==> src/rtl/rect_seq_pkg.sv <==
package rect_seq_pkg;
  typedef enum logic [2:0] {
    ST_CHARGE,
    ST_SETTLE,
    ST_WAIT_EN,
    ST_WAIT_OK,
    ST_RUN,
    ST_FAULT
  } seq_state_e;
endpackage

==> src/rtl/rect_slope_det.sv <==
module rect_slope_det #(
  parameter int VW         = 10,
  parameter int FLAT_N     = 4,
  parameter int FLAT_DELTA = 1
) (
  input  logic          clk_i,
  input  logic          rst_ni,
  input  logic          valid_i,
  input  logic [VW-1:0] bus_v_i,
  input  logic          restart_i,
  output logic          flat_hit_o
);
  localparam int CW = $clog2(FLAT_N + 1);

  logic [VW-1:0] prev_q, diff;
  logic          have_q, close;
  logic [CW-1:0] cnt_q;

  assign diff       = (bus_v_i >= prev_q) ? bus_v_i - prev_q : prev_q - bus_v_i;
  assign close      = have_q && (diff <= VW'(FLAT_DELTA));
  assign flat_hit_o = valid_i && close && (cnt_q >= CW'(FLAT_N - 1));

  always_ff @(posedge clk_i or negedge rst_ni) begin
    if (!rst_ni) begin
      prev_q <= '0;
      have_q <= 1'b0;
      cnt_q  <= '0;
    end else if (restart_i) begin
      have_q <= 1'b0;
      cnt_q  <= '0;
    end else if (valid_i) begin
      prev_q <= bus_v_i;
      have_q <= 1'b1;
      if (!close)                     cnt_q <= '0;
      else if (cnt_q < CW'(FLAT_N))   cnt_q <= cnt_q + 1'b1;
    end
  end

  // a large step always breaks the run
  p_step_clears_run_r4: assert property (@(posedge clk_i) disable iff (!rst_ni)
    (valid_i && !restart_i && have_q && diff > VW'(FLAT_DELTA)) |=> (cnt_q == '0));

  p_restart_forgets_r4: assert property (@(posedge clk_i) disable iff (!rst_ni)
    restart_i |=> !flat_hit_o);
endmodule

==> src/rtl/rect_ms_timer.sv <==
module rect_ms_timer #(
  parameter int TICK_DIV = 1000,
  parameter int DELAY_MS = 150
) (
  input  logic clk_i,
  input  logic rst_ni,
  input  logic clr_i,
  input  logic run_i,
  output logic done_o
);
  localparam int MW = $clog2(DELAY_MS + 1);

  logic          tick;
  logic [MW-1:0] ms_q;

  generate
    if (TICK_DIV > 1) begin : g_presc
      localparam int PW = $clog2(TICK_DIV);
      logic [PW-1:0] pre_q;
      assign tick = run_i && (pre_q == PW'(TICK_DIV - 1));
      always_ff @(posedge clk_i or negedge rst_ni) begin
        if (!rst_ni)     pre_q <= '0;
        else if (clr_i)  pre_q <= '0;
        else if (run_i)  pre_q <= tick ? '0 : pre_q + 1'b1;
      end
      p_tick_wrap_r5: assert property (@(posedge clk_i) disable iff (!rst_ni)
        (!clr_i && run_i && pre_q == PW'(TICK_DIV - 1)) |=> (pre_q == '0));
    end else begin : g_direct
      assign tick = run_i;
    end
  endgenerate

  always_ff @(posedge clk_i or negedge rst_ni) begin
    if (!rst_ni)                                ms_q <= '0;
    else if (clr_i)                             ms_q <= '0;
    else if (tick && ms_q < MW'(DELAY_MS))      ms_q <= ms_q + 1'b1;
  end

  assign done_o = (ms_q == MW'(DELAY_MS));

  p_ms_step_r5: assert property (@(posedge clk_i) disable iff (!rst_ni)
    (!clr_i && !tick) |=> $stable(ms_q));
endmodule

==> src/rtl/rect_seq_fsm.sv <==
module rect_seq_fsm
  import rect_seq_pkg::*;
#(
  parameter int VW     = 10,
  parameter int DBL_TH = 200,
  parameter int BYP_TH = 235,
  parameter int OK_TH  = 205,
  parameter int DIS_TH = 190,
  parameter int OV_TH  = 400,
  parameter int UV_TH  = 180
) (
  input  logic          clk_i,
  input  logic          rst_ni,
  input  logic          valid_i,
  input  logic [VW-1:0] bus_v_i,
  input  logic          flat_hit_i,
  input  logic          tmr_done_i,
  output logic          trans_o,
  output logic          timing_o,
  output logic          strap_o,
  output logic          bypass_o,
  output logic          enable_o,
  output logic          bus_ok_no
);
  seq_state_e st_q, st_d;
  logic strap_q, ok_q, strap_set;
  logic ov, uv, low;

  assign ov  = valid_i && (bus_v_i > VW'(OV_TH));
  assign uv  = valid_i && (bus_v_i < VW'(UV_TH));
  assign low = valid_i && (bus_v_i < VW'(DIS_TH));

  always_comb begin
    st_d      = st_q;
    strap_set = 1'b0;
    unique case (st_q)
      ST_CHARGE: begin
        if (ov) st_d = ST_FAULT;
        else if (flat_hit_i) begin
          if (bus_v_i < VW'(DBL_TH)) begin
            strap_set = 1'b1;
            st_d      = ST_SETTLE;
          end else if (bus_v_i > VW'(BYP_TH)) st_d = ST_WAIT_EN;
          else                                st_d = ST_SETTLE;
        end
      end
      ST_SETTLE: begin
        if (ov)                                          st_d = ST_FAULT;
        else if (flat_hit_i && bus_v_i > VW'(BYP_TH))    st_d = ST_WAIT_EN;
      end
      ST_WAIT_EN: begin
        if (ov || uv)        st_d = ST_FAULT;
        else if (tmr_done_i) st_d = ST_WAIT_OK;
      end
      ST_WAIT_OK: begin
        if (ov || uv)        st_d = ST_FAULT;
        else if (tmr_done_i) st_d = ST_RUN;
      end
      ST_RUN: begin
        if (ov || uv)  st_d = ST_FAULT;
        else if (low)  st_d = ST_CHARGE;
      end
      ST_FAULT: begin
        if (low) st_d = ST_CHARGE;
      end
      default: st_d = ST_FAULT;
    endcase
  end

  always_ff @(posedge clk_i or negedge rst_ni) begin
    if (!rst_ni) begin
      st_q    <= ST_CHARGE;
      strap_q <= 1'b0;
      ok_q    <= 1'b0;
    end else begin
      st_q <= st_d;
      if (st_d != st_q && (st_d == ST_CHARGE || st_d == ST_FAULT)) strap_q <= 1'b0;
      else if (strap_set)                                          strap_q <= 1'b1;
      if (st_q != ST_RUN && st_d == ST_RUN)  ok_q <= 1'b1;
      else if (st_q == ST_RUN && valid_i)    ok_q <= (bus_v_i >= VW'(OK_TH));
    end
  end

  assign trans_o   = (st_d != st_q);
  assign timing_o  = (st_q == ST_WAIT_EN) || (st_q == ST_WAIT_OK);
  assign strap_o   = strap_q;
  assign bypass_o  = (st_q == ST_WAIT_EN) || (st_q == ST_WAIT_OK) || (st_q == ST_RUN);
  assign enable_o  = (st_q == ST_WAIT_OK) || (st_q == ST_RUN);
  assign bus_ok_no = !((st_q == ST_RUN) && ok_q);

  p_strap_on_flat_r2: assert property (@(posedge clk_i) disable iff (!rst_ni)
    $rose(strap_o) |-> $past(flat_hit_i && bus_v_i < VW'(DBL_TH)));
  p_bypass_on_flat_r3: assert property (@(posedge clk_i) disable iff (!rst_ni)
    $rose(bypass_o) |-> $past(flat_hit_i && bus_v_i > VW'(BYP_TH)));
  p_enable_after_delay_r5: assert property (@(posedge clk_i) disable iff (!rst_ni)
    $rose(enable_o) |-> $past(tmr_done_i));
  p_ok_needs_enable_r6: assert property (@(posedge clk_i) disable iff (!rst_ni)
    $fell(bus_ok_no) |-> $past(enable_o));
  p_warn_on_sag_r7: assert property (@(posedge clk_i) disable iff (!rst_ni)
    (st_q == ST_RUN && valid_i && bus_v_i < VW'(OK_TH)) |=> bus_ok_no);
  p_drop_below_dis_r8: assert property (@(posedge clk_i) disable iff (!rst_ni)
    (st_q == ST_RUN && low) |=> !enable_o);
  p_ov_trip_r9: assert property (@(posedge clk_i) disable iff (!rst_ni)
    ov |=> (!enable_o && !bypass_o));
  p_uv_open_r10: assert property (@(posedge clk_i) disable iff (!rst_ni)
    (bypass_o && uv) |=> !bypass_o);
endmodule

==> src/rtl/rect_seq_ctrl.sv <==
module rect_seq_ctrl #(
  parameter int VW         = 10,
  parameter int FLAT_N     = 4,
  parameter int FLAT_DELTA = 1,
  parameter int TICK_DIV   = 1000,
  parameter int DELAY_MS   = 150,
  parameter int DBL_TH     = 200,
  parameter int BYP_TH     = 235,
  parameter int OK_TH      = 205,
  parameter int DIS_TH     = 190,
  parameter int OV_TH      = 400,
  parameter int UV_TH      = 180
) (
  input  logic          clk_i,
  input  logic          rst_ni,
  input  logic          sample_valid_i,
  input  logic [VW-1:0] bus_v_i,
  output logic          strap_o,
  output logic          bypass_o,
  output logic          enable_o,
  output logic          bus_ok_no
);
  logic flat_hit, trans, timing, tmr_done;

  rect_slope_det #(.VW(VW), .FLAT_N(FLAT_N), .FLAT_DELTA(FLAT_DELTA)) u_slope (
    .clk_i, .rst_ni,
    .valid_i    (sample_valid_i),
    .bus_v_i,
    .restart_i  (trans),
    .flat_hit_o (flat_hit)
  );

  rect_ms_timer #(.TICK_DIV(TICK_DIV), .DELAY_MS(DELAY_MS)) u_timer (
    .clk_i, .rst_ni,
    .clr_i  (trans),
    .run_i  (timing),
    .done_o (tmr_done)
  );

  rect_seq_fsm #(
    .VW(VW), .DBL_TH(DBL_TH), .BYP_TH(BYP_TH), .OK_TH(OK_TH),
    .DIS_TH(DIS_TH), .OV_TH(OV_TH), .UV_TH(UV_TH)
  ) u_fsm (
    .clk_i, .rst_ni,
    .valid_i    (sample_valid_i),
    .bus_v_i,
    .flat_hit_i (flat_hit),
    .tmr_done_i (tmr_done),
    .trans_o    (trans),
    .timing_o   (timing),
    .strap_o, .bypass_o, .enable_o, .bus_ok_no
  );
endmodule

==> config.mk <==
export PLATFORM = sky130hd
export DESIGN_NAME = rect_seq_ctrl
export DESIGN_NICKNAME = d
export VERILOG_FILES = /design/src/rtl/rect_seq_pkg.sv /design/src/rtl/rect_slope_det.sv /design/src/rtl/rect_ms_timer.sv /design/src/rtl/rect_seq_fsm.sv /design/src/rtl/rect_seq_ctrl.sv
export SDC_FILE = /design/constraint.sdc
export NUM_CORES = 1
export LEC_CHECK = 0
export BUFFER_PORTS_ARGS = -buffer_cell sky130_fd_sc_hd__buf_2
export CORE_ASPECT_RATIO = 0.5
export CORE_MARGIN = 2
export CORE_UTILIZATION = 50
export DETAILED_ROUTE_END_ITERATION = 8
export PLACE_DENSITY_LB_ADDON = 0.3
export SYNTH_ARGS = -nofsm -noshare
export SYNTH_HDL_FRONTEND = slang
export SYNTH_SLANG_ARGS = --single-unit
==> constraint.sdc <==
create_clock -name clk_i -period 7.81 [get_ports clk_i]
set_input_delay 1.9525 -clock clk_i [delete_from_list [all_inputs] [get_ports clk_i]]
set_output_delay 1.9525 -clock clk_i [all_outputs]
set_load 0.01 [all_outputs]
---- Word level (Yosys, flattened, before mapping) ----
Index checks and enable logic that the tools add are counted.
storage, ports and cells
  register bits after elaboration ......... 37
  input port bits ......................... 13
  logic and storage cells ................. 98
cells by class
  add/sub/neg operators ................... 5
  order comparisons ....................... 11
  equal/unequal tests ..................... 12
  mux-type cells .......................... 33
  bitwise gates (word level) .............. 1
  reductions and logical operators ........ 28
operators by type and width
  cell                                                              number
  two-way mux 3 bit                                                 15
  two-way mux 10 bit                                                4
  less-than comparator 10 x 8 -> 1 bit (second input constant)      3
  subtractor 10 bit                                                 2
  case mux 3 bit (6 select lines)                                   1
  two-way mux 8 bit                                                 2
  logical AND 1 bit                                                 13
  == test 3 bit (second input constant)                             4
  adder 10 x 1 -> 10 bit (second input constant)                    1
  == test 10 bit (second input constant)                            1
  >= comparator 10 bit                                              1
  >= comparator 10 x 8 -> 1 bit (second input constant)             1
  > comparator 10 x 8 -> 1 bit (second input constant)              1
  > comparator 10 x 9 -> 1 bit (second input constant)              1
  less-or-equal comparator 10 x 1 -> 1 bit (second input constant)  1
  two-way mux 1 bit                                                 10
  nonzero test 2 bit                                                5
  adder 8 x 1 -> 8 bit (second input constant)                      1
  == test 8 bit (second input constant)                             1
  less-than comparator 8 bit (second input constant)                1
  == test 3 x 2 -> 1 bit (second input constant)                    2
  zero test 3 bit                                                   2
  inequality test 3 bit (second input constant)                     2
  logical OR 1 bit                                                  5
  other kinds (9)                                                   10

---- Longest topological paths before layout ----
Gate-level depths: netlist of the first run.
  word-level depth ........................ 14
  mapped depth ............................ 14

---- By module ----
Synthesis of the first run repeated with hierarchy kept, for this count alone.
unflattened totals
  cells, all modules ...................... 403
  area total of the unflattened synthesis .. 3359.5 um^2
modules (own cells, without submodules)
  module          times used  cells an instance  area an instance (um^2)  sequential area each (um^2)
  rect_slope_det  1           212                1744.2                   350.3
  rect_ms_timer   1           113                1008.5                   450.4
  rect_seq_fsm    1           78                 606.8                    125.1

---- Worst setup path before layout of the first run ----
Ideal clock, no wire load.
  kind .................................... input to register
  start ................................... input bus_v_i[0]
  end ..................................... register u_slope.prev_q[9]
  arrival ................................. 4552 ps
  data required time ...................... 7685 ps
  setup slack ............................. 3133 ps
  stages on the path ...................... 14
  cells stage by stage .................... inv_1 > ha_1 > inv_1 > fa_1 > a21oi_1 > o21ai_0 > a211oi_1 > o211ai_1 > nor4_1 > a22o_1 > a31o_1 > or2_1 > buf_2 > mux2_4
on the way
  word-level cells in the longest chain between the ends .. 13
  elaborated cells on any way between the ends .. 32
RTL lines
  what                                                       RTL line              text
  start, declared                                            rect_seq_ctrl.sv:17   input logic [VW-1:0] bus_v_i,
  subtractor 10 bit or >= comparator 10 bit (tied branches)  rect_slope_det.sv:19  assign diff = (bus_v_i >= prev_q) ? bus_v_i - prev_q : prev_q - bus_v_i;
  two-way mux 10 bit                                         rect_slope_det.sv:19
  less-or-equal comparator 10 x 1 -> 1 bit                   rect_slope_det.sv:20  assign close = have_q && (diff <= VW'(FLAT_DELTA));
  logical AND 1 bit                                          rect_slope_det.sv:20
  logical AND 1 bit (2 in a row)                             rect_slope_det.sv:21  assign flat_hit_o = valid_i && close && (cnt_q >= CW'(FLAT_N - 1));
  logical AND 1 bit                                          rect_seq_fsm.sv:49    else if (flat_hit_i && bus_v_i > VW'(BYP_TH)) st_d = ST_WAIT_EN;
  two-way mux 3 bit                                          rect_seq_fsm.sv:49
  two-way mux 3 bit                                          rect_seq_fsm.sv:48    if (ov) st_d = ST_FAULT;
  case mux 3 bit (6 select lines) *                          rect_seq_fsm.sv:36    unique case (st_q)
  inequality test 3 bit *                                    rect_seq_fsm.sv:84    assign trans_o = (st_d != st_q);
  NOT 1 bit (no line) *                                      -
  AND reduction 2 bit (no line) *                            -
  end signal, assigned                                       rect_slope_det.sv:32  prev_q <= bus_v_i;
  end, declared                                              rect_slope_det.sv:15  logic [VW-1:0] prev_q, diff;
Mark *: on every way between the ends. The rest lies on a longest branch, timed or not.
A chain may end at the register's enable or synchronous reset.

---- Worst setup path in the final report of the first run ----
  start ................................... input bus_v_i[4]
  end ..................................... register u_slope.prev_q[9]
Same word-level chain as after synthesis.

==> qor.csv, run 1 <==
stage,metric,value,unit
sta,unrepaired setup endpoints after global routing,no,
clocking,CTS tree,yes,
sta,Tightest Pin Transition,841.0,ps
worst_setup_path,critical path arrival,5470,ps
clocking,H-tree Lvls,2,
clocking,PostCTS Resize Cnt,0,
yosys,most repeated cell in the gate-level netlist after synthesis,nor2_1,
status,status,"finished, final reports clean",
grt,overflow left after global routing,0,
sta,clk_skew,5.437,ps
yosys,largest family of logic cells by synthesized area,compound AO/OA/AOI/OAI gates,
clocking,Clock Root Buffer,clkbuf_16,
yosys,ranking of synthesized cells by area,"dfrtp_1, ha_1, nor2_1",
yosys,count of cell types in the netlist,62,
floorplanning,die height,60.25,µm
grt,largest net degree at the start of global routing,38,
yosys,Synth Flop Type,dfrtp_1,
sta,Setup Total Neg Slack,0,ps
yosys,number of synthesized flops with an enable pin,0,
floorplanning,Core Area,0.006081,mm²
layout,number of diodes,0,
clocking,Num CTS Buffers,5,
route,antenna violation net count after detailed routing,0,
clocking,hold_buf cts,0,
pwr,total power,1.058,mW
sta,"Hold Vio Cnt, Final",0,
worst_setup_path,Reg2Reg Setup Slack,3980,ps
route,final wirelength,7715,µm
clocking,CTS Sinks,37,
placement,port bufs,16,
worst_setup_path,crit path max fanout,11,
route,First-pass DRT Iterations,5,
grt,initial antenna violation count,0,
placement,placed wire-length estimate,5867,µm
yosys,syn_nets,433,
sta,Peak Freq,188.5,MHz
worst_setup_path,crit path launch,bus_v_i[4],
sta,Final Max Tran Viols,0,
layout,Final Util,56.67,%
yosys,top-area cell type share of the netlist area,29.26,%
layout,Final Net Count,440,
route,drc violations,0,
yosys,Synth Area in Compound Gates,23.88,%
yosys,"flops & latches, synth",37,
worst_setup_path,kind of critical path,input port to register,
min_path,Min-Delay Path Class,register to register,
clocking,clk slew on worst S/H paths,60,ps
pwr,PwrDens,307.0,mW/mm²
sta,Rel. slew slack,43.93,%
sta,crit share post-route,67.92,%
grt,GRT Overall Usage,23.32,%
yosys,Synth Area in Adders,10.76,%
route,vias per cell,5.941,
sta,endpoints failing setup,0,
yosys,xor/xnor share of the synthesized area,5.536,%
placement,GP Congestion,0.8864,
route,M1 WL,3562,µm
grt,first-pass GRT wire length,12630,µm
yosys,Syn Inst Count,394,
floorplanning,starting density of the core,52.04,%
yosys,cell taking the most area after synthesis,dfrtp_1,
clocking,Post-CTS Repair Setup Buffers,0,
worst_setup_path,worst r2r src,u_slope.prev_q[0],
layout,Area Overhead vs Synth,8.897,%
floorplanning,Die Wd,116.5,µm
yosys,sequential share of the synthesized area,29.26,%
route,routed wl met2,3680,µm
worst_setup_path,CP Capture Type,register,
pwr,LEAKAGE,1.543,nW
floorplanning,row cnt,20,
grt,vias in the first global route,2715,
layout,Filler Cell Count,551,
yosys,Mapped Area,0.003164,mm²
floorplanning,I/O Pins,17,
yosys,synth warn,0,
floorplanning,Die Area,0.007019,mm²
sta,Period minus WS final,5305,ps
worst_setup_path,crit path launch type,input port,
route,Iteration-0 DRC Markers,242,
route,wire length on met3,341,µm
layout,fraction of layout cells with a size suffix above 1,8.458,%
clocking,Skew-Pair Late Insertion Delay,290,ps
route,DR vias,2911,
yosys,Avg Inst Size Synth,8.031,µm²
worst_setup_path,worst path required time,7980,ps
yosys,ys async rst share,100.0,%
yosys,most instantiated cells after synthesis,"nor2_1, dfrtp_1, nand2_1",
clocking,Max Root-Sink Buffers,2,
min_path,worst hold start,u_fsm.strap_o,
pwr,VDD IR max,0.1271,mV
run,max cap viols,0,
route,drt wl/cell,15.74,µm
yosys,mux share of post-synthesis cell area,1.147,%
route,DR top layer,met4,
yosys,Post-Synth Simple-Gate Area,23.41,%
routing by layer:
layer  vias up  GRT usage (%)
met2        58          42.11
met4         0          6.463
met3        17          3.144
met5         -              0
met1      1408          29.78
li1       1428              -
final timing paths:
path,end,depth (start not counted)
setup / recovery,u_slope.prev_q[9],12
hold / removal,u_fsm.strap_o,1
setup reg to reg,u_slope.prev_q[9],12
hold reg to reg,u_fsm.strap_o,1
max in group asynchronous,u_slope.prev_q[5],1
min in group asynchronous,u_timer.ms_q[4],1
stage by stage:
stage | hold WS (ps) | cells | setup WS, ps | area, µm²
floorplan | 474.2 | 394 | 3133 | 3164
global placement | 484.6 | 482 | 2444 | 3288
detailed placement | 484.7 | 482 | 2294 | 3288
CTS | 497.3 | 490 | 2570 | 3446
global route | 509.0 | 490 | 2183 | 3446
finish | 497.6 | 490 | 2505 | 3446
state kept, by name (all words and copies together) (netlist names):
| name | cells |
|---|---|
| u_fsm.st_q | 3 |
| u_slope.prev_q | 10 |
| u_timer.ms_q | 8 |
| u_slope.have_q | 1 |
| u_slope.cnt_q | 3 |
| u_timer.g_presc.pre_q | 10 |
| u_fsm.ok_q | 1 |
| u_fsm.strap_o | 1 |
worst max-delay path: stages:
cell and delay (ps):
buf_2 130, inv_1 80, ha_1 500, nand2_2 160
a211oi_1 450, nor2_1 70, a2111oi_0 550, and4_1 280
a22o_1 210, a31o_1 380, or2_1 360, mux2_4 330
logic make-up (layout without fill, tap and decap cells):
logic type                 count (synthesis)  count (layout)
AOI/OAI and AO/OA                        113             113
adders and majority gates                 26              26
muxes                                      3               3
and+or+nand+nor                          147             147
buffers and inverters                     48              56
xor gates and xnor gates                  20              20
DFF                                       37              37
report_power, final:
part / internal, mW / switching, mW
clock: 0.135 / 0.0799
combinational: 0.226 / 0.346
sequential: 0.226 / 0.0446
placed cells by master, fill, tap and decap left out, types with 5 or more instances in the layout:
master,synthesis,routed
nor3_1,12,12
nand2_1,32,32
xor2_1,12,12
a21oi_1,24,24
inv_1,31,31
buf_2,5,16
xnor2_1,8,8
a31oi_1,6,6
o21ai_0,30,30
nand4_1,9,9
dfrtp_1,37,37
nor2_1,44,44
nand2b_1,7,7
ha_1,24,24
clkbuf_16,0,5
nand3_1,12,12
a21o_1,8,8
a211oi_1,5,5
layout make-up:
cell class | count | area, µm² | share of cell area (%)
Multi-Input combinational cell | 309 | 2048 | 59.44
Sequential cell | 37 | 925.9 | 26.87
Clock buffer | 7 | 152.6 | 4.430
Inverter | 31 | 116.4 | 3.377
Tap cell | 88 | 110.1 | 3.195
Timing Repair Buffer | 17 | 87.58 | 2.542
Clock inverter | 1 | 5.005 | 0.1452
Power figures use the tool's default switching activity.
==> run 2, diff against run 1 <==
==> constraint.sdc (replaced) <==
create_clock -name clk_i -period 5.31 [get_ports clk_i]
set_input_delay 1.3275 -clock clk_i [delete_from_list [all_inputs] [get_ports clk_i]]
set_output_delay 1.3275 -clock clk_i [all_outputs]
set_load 0.01 [all_outputs]
==> qor.csv, run 2 (same netlist as run 1, synthesis figures left out) <==
stage,metric,value,unit,change
clocking,Num CTS Buffers,5,,unchanged
sta,Tightest Pin Transition,836.3,ps,was 841.0 ps
placement,placed wire-length estimate,5680,µm,was 5867 µm
route,First-pass DRT Iterations,5,,unchanged
clocking,CTS tree,yes,,unchanged
floorplanning,Die Area,0.007019,mm²,unchanged
sta,"Hold Vio Cnt, Final",0,,unchanged
clocking,Post-CTS Repair Setup Buffers,0,,unchanged
clocking,H-tree Lvls,2,,unchanged
worst_setup_path,CP Capture Type,register,,unchanged
floorplanning,I/O Pins,17,,unchanged
grt,met3 usage,2.941,%,was 3.144%
min_path,Min-Delay Path Class,register to register,,unchanged
worst_setup_path,Worst Reg-to-Reg Cells,11,,was 12
pwr,LEAKAGE,1.528,nW,was 1.543 nW
layout,most frequent cells in the layout,"nor2_1, dfrtp_1, nand2_1",,unchanged
route,final wirelength,7581,µm,was 7715 µm
pwr,PwrDens,445.6,mW/mm²,was 307.0 mW/mm²
grt,met2 Resource Use GR,38.95,%,was 42.11%
clocking,CTS Sinks,37,,unchanged
route,antenna violation net count after detailed routing,0,,unchanged
layout,Final Net Count,440,,unchanged
grt,GRT Overall Usage,23.18,%,was 23.32%
grt,GR peak layer,met2,,unchanged
grt,overflow left after global routing,0,,unchanged
floorplanning,die height,60.25,µm,unchanged
layout,number of diodes,0,,unchanged
run,max cap viols,0,,unchanged
sta,endpoints failing setup,0,,unchanged
sta,final worst slack,851.8,ps,was 2505 ps
layout,Area Overhead vs Synth,8.224,%,was 8.897%
grt,largest net degree at the start of global routing,38,,unchanged
floorplanning,Core Area,0.006081,mm²,unchanged
clocking,Skew-Pair Late Insertion Delay,280,ps,was 290 ps
grt,Global Route met1 Usage,31.27,%,was 29.78%
clocking,PostCTS Resize Cnt,0,,unchanged
placement,port bufs,16,,unchanged
layout,leading registers by flop count,"u_slope.prev_q x10, u_timer.g_presc.pre_q x10, u_timer.ms_q x8",,unchanged
layout,fraction of layout cells with a size suffix above 1,7.711,%,was 8.458%
floorplanning,starting density of the core,52.04,%,unchanged
worst_setup_path,FF-to-FF End,u_fsm.strap_o,,was u_slope.prev_q[9]
placement,"worst slack, placed",656.1,ps,was 2294 ps
clocking,hold_buf cts,0,,unchanged
route,drc violations,0,,unchanged
sta,unrepaired setup endpoints after global routing,no,,unchanged
route,DR vias,2924,,was 2911
grt,vias in the first global route,2782,,was 2715
grt,initial antenna violation count,0,,unchanged
floorplanning,row cnt,20,,unchanged
sta,Peak Freq,224.3,MHz,
sta,Period minus WS final,4458,ps,
worst_setup_path,critical path arrival,4620,ps,was 5470 ps
min_path,worst hold stages,1,,unchanged
route,vias per cell,5.967,,was 5.941
sta,crit share post-route,83.96,%,
floorplanning,Die Wd,116.5,µm,unchanged
layout,"most common cell after layout, fill and taps aside",nor2_1,,unchanged
worst_setup_path,kind of critical path,input port to register,,unchanged
sta,clk_skew,4.297,ps,was 5.437 ps
route,Iteration-0 DRC Markers,265,,was 242
worst_setup_path,crit path launch type,input port,,unchanged
sta,Rel. slew slack,44.25,%,was 43.93%
clocking,Clock Root Buffer,clkbuf_16,,unchanged
status,status,"finished, final reports clean",,unchanged
route,drt wl/cell,15.47,µm,was 15.74 µm
min_path,worst hold start,u_fsm.strap_o,,unchanged
worst_setup_path,worst path required time,5470,ps,was 7980 ps
sta,Final Max Tran Viols,0,,unchanged
placement,GP Congestion,0.8734,,was 0.8864
grt,first-pass GRT wire length,12700,µm,was 12630 µm
worst_setup_path,Reg2Reg Setup Slack,1740,ps,was 3980 ps
worst_setup_path,worst r2r src,u_slope.prev_q[4],,was u_slope.prev_q[0]
min_path,WHS Endpoint,u_fsm.strap_o,,unchanged
worst_setup_path,crit path max fanout,29,,was 11
pwr,VDD IR max,0.1785,mV,was 0.1271 mV
sta,Setup Total Neg Slack,0,ps,unchanged
clocking,Max Root-Sink Buffers,2,,unchanged
clocking,clk slew on worst S/H paths,50,ps,was 60 ps
run 2: cell count changes in the layout (fill, tap and decap cells not counted), sizes merged:
| cell | change |
|---|---|
| clkbuf | +1 |
| clkinv | -1 |
run 2: layer usage:
metal  part of all wire [%]  wire, µm
met5                      0         0
met2                     47      3544
met4                    1.3        99
met1                     49      3744
met3                    2.5       192
run 2: through the flow:
| step | utilization (%) | cells | power [mW] | hold WS (ps) | instance area (µm²) |
|---|---|---|---|---|---|
| 6_report | 56.32 | 490 | 1.526 | 479.9 | 3425 |
| 5_1_grt | 56.32 | 490 | 1.657 | 502.0 | 3425 |
| 4_1_cts | 56.32 | 490 | 1.517 | 484.3 | 3425 |
| 3_5_place_dp | 54.07 | 482 | 1.232 | 472.6 | 3288 |
| 3_3_place_gp | 54.07 | 482 | 1.222 | 468.7 | 3288 |
| 2_1_floorplan | - | 394 | 1.048 | 474.2 | 3164 |
run 2: where the power goes:
group	internal (mW)	switching (mW)
registers	0.333	0.0672
clock network	0.174	0.105
logic	0.333	0.514
total	0.840	0.686
run 2: how the worst max path moves through the flow:
stage	start	endpoint	slack, ps	depth (start not counted)
after floorplan	bus_v_i[0]	u_slope.prev_q[9]	1260	14
after global placement	bus_v_i[0]	u_fsm.strap_o	700	15
after detailed placement	bus_v_i[4]	u_fsm.strap_o	660	13
after CTS	bus_v_i[4]	u_fsm.strap_o	920	13
after global routing	bus_v_i[4]	u_fsm.strap_o	590	13
final	bus_v_i[4]	u_fsm.strap_o	850	13
run 2: area by class of cell:
| class | count | area, µm² |
|---|---|---|
| Tap cell | 88 | 110.1 |
| Clock buffer | 8 | 136.4 |
| Inverter | 31 | 116.4 |
| Multi-Input combinational cell | 309 | 2048 |
| Timing Repair Buffer | 17 | 87.58 |
| Sequential cell | 37 | 925.9 |
| Fill cell | 558 | 2656 |
run 2: worst max-delay path: stages:
cell and delay (ps):
buf_2 140, inv_1 90, ha_1 490, nand2_2 160, a211oi_1 450, nor2_1 80, a2111oi_0 520, and4_1 270
a22o_1 210, a31o_1 180, buf_4 300, o311ai_1 160, o22a_1 230
